--- src/rtl/dma_regs_pkg.sv ---
package dma_regs_pkg;
  localparam int WORD_W    = 32;
  localparam int NUM_WORDS = 4;
  localparam int IDX_W     = $clog2(NUM_WORDS);

  localparam int W_CSR  = 0;
  localparam int W_ADDR = 1;
  localparam int W_CNT  = 2;
  localparam int W_DIAG = 3;

  localparam int B_IP     = 0;
  localparam int B_EP     = 1;
  localparam int B_PACK   = 2;
  localparam int B_IE     = 4;
  localparam int B_FLUSH  = 5;
  localparam int B_RST    = 7;
  localparam int B_DIR    = 8;
  localparam int B_EN     = 9;
  localparam int B_OFF    = 11;
  localparam int B_TC     = 14;
  localparam int B_DTCI   = 23;
  localparam int B_ID     = 28;
  localparam logic [3:0] DEV_ID = 4'h9;

  typedef struct packed {
    logic dtci;
    logic en;
    logic dir;
    logic rstb;
    logic ie;
  } csr_ctl_t;
endpackage

--- src/rtl/dma_reg_decode.sv ---
module dma_reg_decode #(
  parameter int NW  = 4,
  parameter int AW  = 2,
  parameter int DW  = 32
) (
  input  logic          clk,
  input  logic          rst,
  input  logic          sel,
  input  logic          we,
  input  logic [AW-1:0] addr,
  input  logic [DW-1:0] rd_words [NW],
  output logic [NW-1:0] wr_hit,
  output logic [DW-1:0] rdata
);
  genvar gi;
  generate
    for (gi = 0; gi < NW; gi++) begin : g_hit
      assign wr_hit[gi] = sel & we & (addr == AW'(gi));
    end
  endgenerate

  always_ff @(posedge clk) begin
    if (rst) begin
      rdata <= '0;
    end else if (sel && !we) begin
      rdata <= rd_words[addr];
    end
  end
endmodule

--- src/rtl/dma_byte_counter.sv ---
module dma_byte_counter #(
  parameter int CNT_W = 24
) (
  input  logic             clk,
  input  logic             rst,
  input  logic             clr,
  input  logic             load,
  input  logic [CNT_W-1:0] load_val,
  input  logic             strobe,
  input  logic             run,
  output logic [CNT_W-1:0] cnt,
  output logic             tc_evt
);
  logic nonzero;
  logic dec;

  assign nonzero = |cnt;
  assign dec     = strobe & run & nonzero & ~load & ~clr;
  assign tc_evt  = dec & (cnt == CNT_W'(1));

  always_ff @(posedge clk) begin
    if (rst || clr) begin
      cnt <= '0;
    end else if (load) begin
      cnt <= load_val;
    end else if (dec) begin
      cnt <= cnt - CNT_W'(1);
    end
  end
endmodule

--- src/rtl/dma_csr_bits.sv ---
module dma_csr_bits
  import dma_regs_pkg::*;
(
  input  logic       clk,
  input  logic       rst,
  input  logic       we,
  input  csr_ctl_t   wr_ctl,
  input  logic       wr_flush,
  input  logic       tc_evt,
  input  logic       err_strobe,
  input  logic       pack_upd,
  input  logic [1:0] pack_in,
  output csr_ctl_t   ctl,
  output logic       tc,
  output logic       ep,
  output logic [1:0] pack
);
  logic flush;
  assign flush = we & wr_flush;

  always_ff @(posedge clk) begin
    if (rst) begin
      ctl <= '0;
    end else if (we) begin
      ctl <= wr_ctl;
    end
  end

  always_ff @(posedge clk) begin
    if (rst || ctl.rstb) begin
      tc <= 1'b0;
    end else if (tc_evt) begin
      tc <= 1'b1;
    end else if (flush) begin
      tc <= 1'b0;
    end
  end

  always_ff @(posedge clk) begin
    if (rst || ctl.rstb) begin
      ep <= 1'b0;
    end else if (err_strobe) begin
      ep <= 1'b1;
    end else if (flush) begin
      ep <= 1'b0;
    end
  end

  always_ff @(posedge clk) begin
    if (rst || ctl.rstb) begin
      pack <= '0;
    end else if (pack_upd) begin
      pack <= pack_in;
    end else if (flush) begin
      pack <= '0;
    end
  end
endmodule

--- src/rtl/dma_irq_gen.sv ---
module dma_irq_gen (
  input  logic clk,
  input  logic rst,
  input  logic tc,
  input  logic dtci,
  input  logic periph,
  input  logic ie,
  input  logic ep,
  output logic ip,
  output logic irq
);
  always_ff @(posedge clk) begin
    if (rst) begin
      ip  <= 1'b0;
      irq <= 1'b0;
    end else begin
      ip  <= periph | (tc & ~dtci);
      irq <= ie & (ip | ep);
    end
  end
endmodule

--- src/rtl/dma_regs_top.sv ---
module dma_regs_top
  import dma_regs_pkg::*;
#(
  parameter int CNT_W = 24
) (
  input  logic                       clk,
  input  logic                       rst,
  input  logic                       bus_sel,
  input  logic                       bus_we,
  input  logic [dma_regs_pkg::IDX_W-1:0]  bus_addr,
  input  logic [dma_regs_pkg::WORD_W-1:0] bus_wdata,
  output logic [dma_regs_pkg::WORD_W-1:0] bus_rdata,
  input  logic                       byte_strobe,
  input  logic                       pack_upd,
  input  logic [1:0]                 pack_in,
  input  logic [1:0]                 byte_off_in,
  input  logic                       err_strobe,
  input  logic                       periph_irq,
  output logic [dma_regs_pkg::WORD_W-1:0] dma_addr,
  output logic                       eng_enable,
  output logic                       eng_to_mem,
  output logic                       eng_reset,
  output logic                       irq
);
  logic [NUM_WORDS-1:0] wr_hit;
  logic [WORD_W-1:0]    rd_words [NUM_WORDS];
  logic [WORD_W-1:0]    csr_word;
  logic [WORD_W-1:0]    addr_q;
  logic [CNT_W-1:0]     cnt_q;
  logic                 tc_evt;
  logic                 tc_q;
  logic                 ep_q;
  logic                 ip_q;
  logic [1:0]           pack_q;
  csr_ctl_t             ctl_q;
  csr_ctl_t             wr_ctl;
  logic                 ie_bit;
  logic                 rst_bit;

  assign wr_ctl.dtci = bus_wdata[B_DTCI];
  assign wr_ctl.en   = bus_wdata[B_EN];
  assign wr_ctl.dir  = bus_wdata[B_DIR];
  assign wr_ctl.rstb = bus_wdata[B_RST];
  assign wr_ctl.ie   = bus_wdata[B_IE];

  dma_reg_decode #(.NW(NUM_WORDS), .AW(IDX_W), .DW(WORD_W)) dec_i (
    .clk      (clk),
    .rst      (rst),
    .sel      (bus_sel),
    .we       (bus_we),
    .addr     (bus_addr),
    .rd_words (rd_words),
    .wr_hit   (wr_hit),
    .rdata    (bus_rdata)
  );

  dma_csr_bits csr_i (
    .clk        (clk),
    .rst        (rst),
    .we         (wr_hit[W_CSR]),
    .wr_ctl     (wr_ctl),
    .wr_flush   (bus_wdata[B_FLUSH]),
    .tc_evt     (tc_evt),
    .err_strobe (err_strobe),
    .pack_upd   (pack_upd),
    .pack_in    (pack_in),
    .ctl        (ctl_q),
    .tc         (tc_q),
    .ep         (ep_q),
    .pack       (pack_q)
  );

  dma_byte_counter #(.CNT_W(CNT_W)) cnt_i (
    .clk      (clk),
    .rst      (rst),
    .clr      (ctl_q.rstb),
    .load     (wr_hit[W_CNT]),
    .load_val (bus_wdata[CNT_W-1:0]),
    .strobe   (byte_strobe),
    .run      (ctl_q.en),
    .cnt      (cnt_q),
    .tc_evt   (tc_evt)
  );

  dma_irq_gen irq_i (
    .clk    (clk),
    .rst    (rst),
    .tc     (tc_q),
    .dtci   (ctl_q.dtci),
    .periph (periph_irq),
    .ie     (ctl_q.ie),
    .ep     (ep_q),
    .ip     (ip_q),
    .irq    (irq)
  );

  always_ff @(posedge clk) begin
    if (rst) begin
      addr_q <= '0;
    end else if (wr_hit[W_ADDR]) begin
      addr_q <= bus_wdata;
    end
  end

  always_comb begin
    csr_word             = '0;
    csr_word[B_ID+:4]    = DEV_ID;
    csr_word[B_DTCI]     = ctl_q.dtci;
    csr_word[B_TC]       = tc_q;
    csr_word[B_OFF+:2]   = byte_off_in;
    csr_word[B_EN]       = ctl_q.en;
    csr_word[B_DIR]      = ctl_q.dir;
    csr_word[B_RST]      = ctl_q.rstb;
    csr_word[B_IE]       = ctl_q.ie;
    csr_word[B_PACK+:2]  = pack_q;
    csr_word[B_EP]       = ep_q;
    csr_word[B_IP]       = ip_q;
  end

  assign rd_words[W_CSR]  = csr_word;
  assign rd_words[W_ADDR] = addr_q;
  assign rd_words[W_CNT]  = WORD_W'(cnt_q);
  assign rd_words[W_DIAG] = '0;

  assign ie_bit     = ctl_q.ie;
  assign rst_bit    = ctl_q.rstb;
  assign dma_addr   = addr_q;
  assign eng_enable = ctl_q.en;
  assign eng_to_mem = ctl_q.dir;
  assign eng_reset  = ctl_q.rstb;
endmodule

--- config.mk ---
export PLATFORM = sky130hd
export DESIGN_NAME = dma_regs_top
export DESIGN_NICKNAME = d
export VERILOG_FILES = /design/src/rtl/dma_regs_pkg.sv /design/src/rtl/dma_reg_decode.sv /design/src/rtl/dma_byte_counter.sv /design/src/rtl/dma_csr_bits.sv /design/src/rtl/dma_irq_gen.sv /design/src/rtl/dma_regs_top.sv
export SDC_FILE = /design/constraint.sdc
export NUM_CORES = 1
export LEC_CHECK = 0
export BUFFER_PORTS_ARGS = -buffer_cell sky130_fd_sc_hd__buf_2
export CORE_MARGIN = 5
export CORE_UTILIZATION = 30
export CTS_BUF_LIST = sky130_fd_sc_hd__clkbuf_8
export CTS_CLUSTER_SIZE = 20
export DETAILED_ROUTE_END_ITERATION = 12
export HOLD_SLACK_MARGIN = 0.06
export PLACE_DENSITY = 0.57
export SLEW_MARGIN = 20
export SYNTH_ARGS = -nofsm -noshare
export SYNTH_HDL_FRONTEND = slang
export SYNTH_SLANG_ARGS = --single-unit
export TNS_END_PERCENT = 1
--- constraint.sdc ---
create_clock -name clk -period 2.2 [get_ports clk]
set_input_delay 0 -clock clk [delete_from_list [all_inputs] [get_ports clk]]
set_output_delay 0 -clock clk [all_outputs]
set_load 0.01 [all_outputs]
==> flow_summary.ini <==
[run_status]
outcome = finished, final reports clean

[global_route]
grt_usage = 0.179
grt_overflow_total = 0
grt_pass1_vias = 4595
grt_max_degree = 72
antenna_found_initial = 0
grt_pass1_wl_mm = 25.5

[setup_path]
crit_start = cnt_i.cnt[2]
crit_slowest_cell = or4_4
path_delay_family = simple AND/OR/NAND/NOR gates
critical_path_buf_inv_count = 0
max_stage_delay_ns = 0.60
cp-start-kind = flop
cp.arrival_ns = 2.44
path_max_fanout = 7
required_ns = 2.51
path_class = reg -> reg
worstPathCellList = or4_4 > or3_4 > or4_1 > a31oi_1
rr_startpoint = cnt_i.cnt[2]
endpoint_kind = flop

[finish]
nets = 739
diodes = 0
multi_input_area_mm2 = 0.00227
design_area_mm2 = 0.00590
instances_no_fill = 879
fin_util = 0.408
drive_gt1_frac = 0.250
register_area_mm2 = 0.00198
fill_cells = 1495
syn_to_final_growth_pct = 34.0

[die]
coreArea_mm2 = 0.0145
io_pins = 114
die_h_um = 131
die_area_mm2 = 0.0172
dieWidth_um = 131
initial_utilization = 0.304
row_count = 44

[timing]
rsz0062_at_grt = yes
finalMaxSlewViolations = 0
finalWorstSetupSlack_ns = 0.0697
worst_hold_slack_ns = 0.0960
hold_viol = 0
final.setup.tns_ns = 0
max_freq_ghz = 0.469
finalSetupViolCount = 0
slew_headroom = 0.496
tightestPinTransition_ns = 0.756
fin_crit_ns = 2.13
fin_crit_sh = 0.968
skew_ns = 0.00717

[placed_design]
placedInstanceArea_mm2 = 0.00527
gp_congestion = 0.879
place_ws_ns = 0.0903
hpwl_mm = 11.6
port-buffer-count = 113
dp.cells = 821

[pwr]
finalPower_mw = 3.81
ir_drop_uv = 268
p_leak_nw = 2.40
power_density_mw_per_mm2 = 645

[cts]
clk_pin_slew_ns = 0.10
root_buffer = clkbuf_8
post_cts_buffers = 0
htree_levels = 3
cts.sinks = 99
cts_made_buffers = 9
cts_tree = yes
clk_latency_ns = 0.38
cts.path.max_buffers = 2

[synth]
synth_area_mm2 = 0.00441
synth_top_area_share = 0.450
synth_area_leaders = dfxtp_1, nand2_1, a21oi_1, nor2_1, nor3_1
synth_edf_count = 0
ys_warn_count = 0
synth-seq-cells = 99
postSynthAreaPerCell_um2 = 8.22
async_reset_ff_frac = 0
synth_largest_area_cell = dfxtp_1
synth_cells = 536
synth_flop_cell = dfxtp_1
syn_nets = 585
yosys.cell_types.count = 52
seq_area_frac_synth = 0.450

[routing]
ant_nets = 0
remaining_drc_errors = 0
drtIter0Drc = 379
wl_met3_um = 857
dr_total_vias = 4628
wl_met2_mm = 7.22
wirelength_mm = 15.7
via_per_inst = 5.27
wl_per_cell_um = 17.9
highest_layer = met4
wirelength_met1_mm = 7.28
drt_pass1_iterations = 5

[worst_hold_path]
hp-class = in -> reg
hold_path_startpoint = bus_we

[flow_run]
maxCapViolCount = 0
[final timing paths]
| kind | depth (start not counted) | slack (ns) | to |
|---|---|---|---|
| worst max register to register | 4 | 0.07 | cnt_i.cnt[11] |
| worst max-delay path | 4 | 0.07 | cnt_i.cnt[11] |
| worst min register to register | 2 | 0.48 | dma_addr[30] |
| worst min-delay path | 4 | 0.1 | dec_i.rdata[10] |
[Yosys cell counts, types with 4 or more instances]
cell,count
dfxtp_1,99
nand2_1,78
nor2_1,60
a21oi_1,51
clkbuf_1,38
nor3_1,34
o21ai_0,19
a211oi_1,16
mux2i_1,16
a221oi_1,13
nand3_1,13
xnor2_1,9
a31oi_1,7
a22oi_1,6
nor2b_1,6
nand3b_1,4
nand4_1,4
nor4_1,4
[worst register-to-register path, delay by kind of cell, from the launching register on]
family,cells,cell delay (ns)
AOI/OAI and AO/OA,1,0.19
and+or+nand+nor,3,1.48
DFF,1,0.39
[area by class of cell]
class | instances | share of cell area
clock buffers | 9 | 0.0210
clock inverters | 7 | 0.0146
inverters | 3 | 0.00191
multi-input cells | 394 | 0.385
flip-flops and latches | 99 | 0.336
well taps | 184 | 0.0390
repair buffers | 183 | 0.203
[logic make-up after synthesis]
kind of cell	after synthesis	synth area share
xor gates and xnor gates	11	0.0219
AOI/OAI and AO/OA	130	0.188
and+or+nand+nor	234	0.259
adders and majority gates	3	0.00852
buffers and inverters	43	0.0369
muxes	16	0.0364
DFF	99	0.450
[layer usage]
layer	track usage	vias to the layer above
li1	-	2233
met1	0.242	2199
met2	0.288	168
met3	0.0356	28
met4	0.0600	0
met5	0	-
[flip-flops by register name, summed over array words and instances, names as in the netlist]
name,cells
cnt_i.cnt,24
csr_i.ctl,5
csr_i.ep,1
csr_i.pack,2
csr_i.tc,1
dec_i.rdata,32
dma_addr,32
irq_i.ip,1
irq_i.irq,1
[what timing repair did]
| action | CTS | global route |
|---|---|---|
| gates resized for setup | 0 | 1 |
| hold endpoints to repair | 67 | 0 |
| hold buffers | 42 | 0 |
| setup endpoints to repair | 0 | 4 |
[cells in the final DEF (no fill, tap or decap), types with 4 or more instances in the layout]
| cell type | instances |
|---|---|
| o21ai_0 | 19 |
| buf_2 | 113 |
| nor3_1 | 34 |
| buf_4 | 28 |
| nor2_1 | 60 |
| a22oi_1 | 6 |
| clkbuf_8 | 9 |
| nor2b_1 | 4 |
| dfxtp_1 | 99 |
| a211oi_1 | 16 |
| xnor2_1 | 9 |
| nand4_1 | 4 |
| mux2i_1 | 16 |
| a221oi_1 | 13 |
| a21oi_1 | 51 |
| a31oi_1 | 7 |
| nand3_1 | 13 |
| nand3b_1 | 4 |
| nor4_1 | 4 |
| nand2_1 | 78 |
| dlygate4sd3_1 | 42 |
[power breakdown]
part	internal [mW]	leakage (nW)	switching, mW
combinational	0.280	1.49	0.378
sequential	1.85	0.805	0.0505
clock	0.548	0.103	0.697
Power figures use the tool's default switching activity.
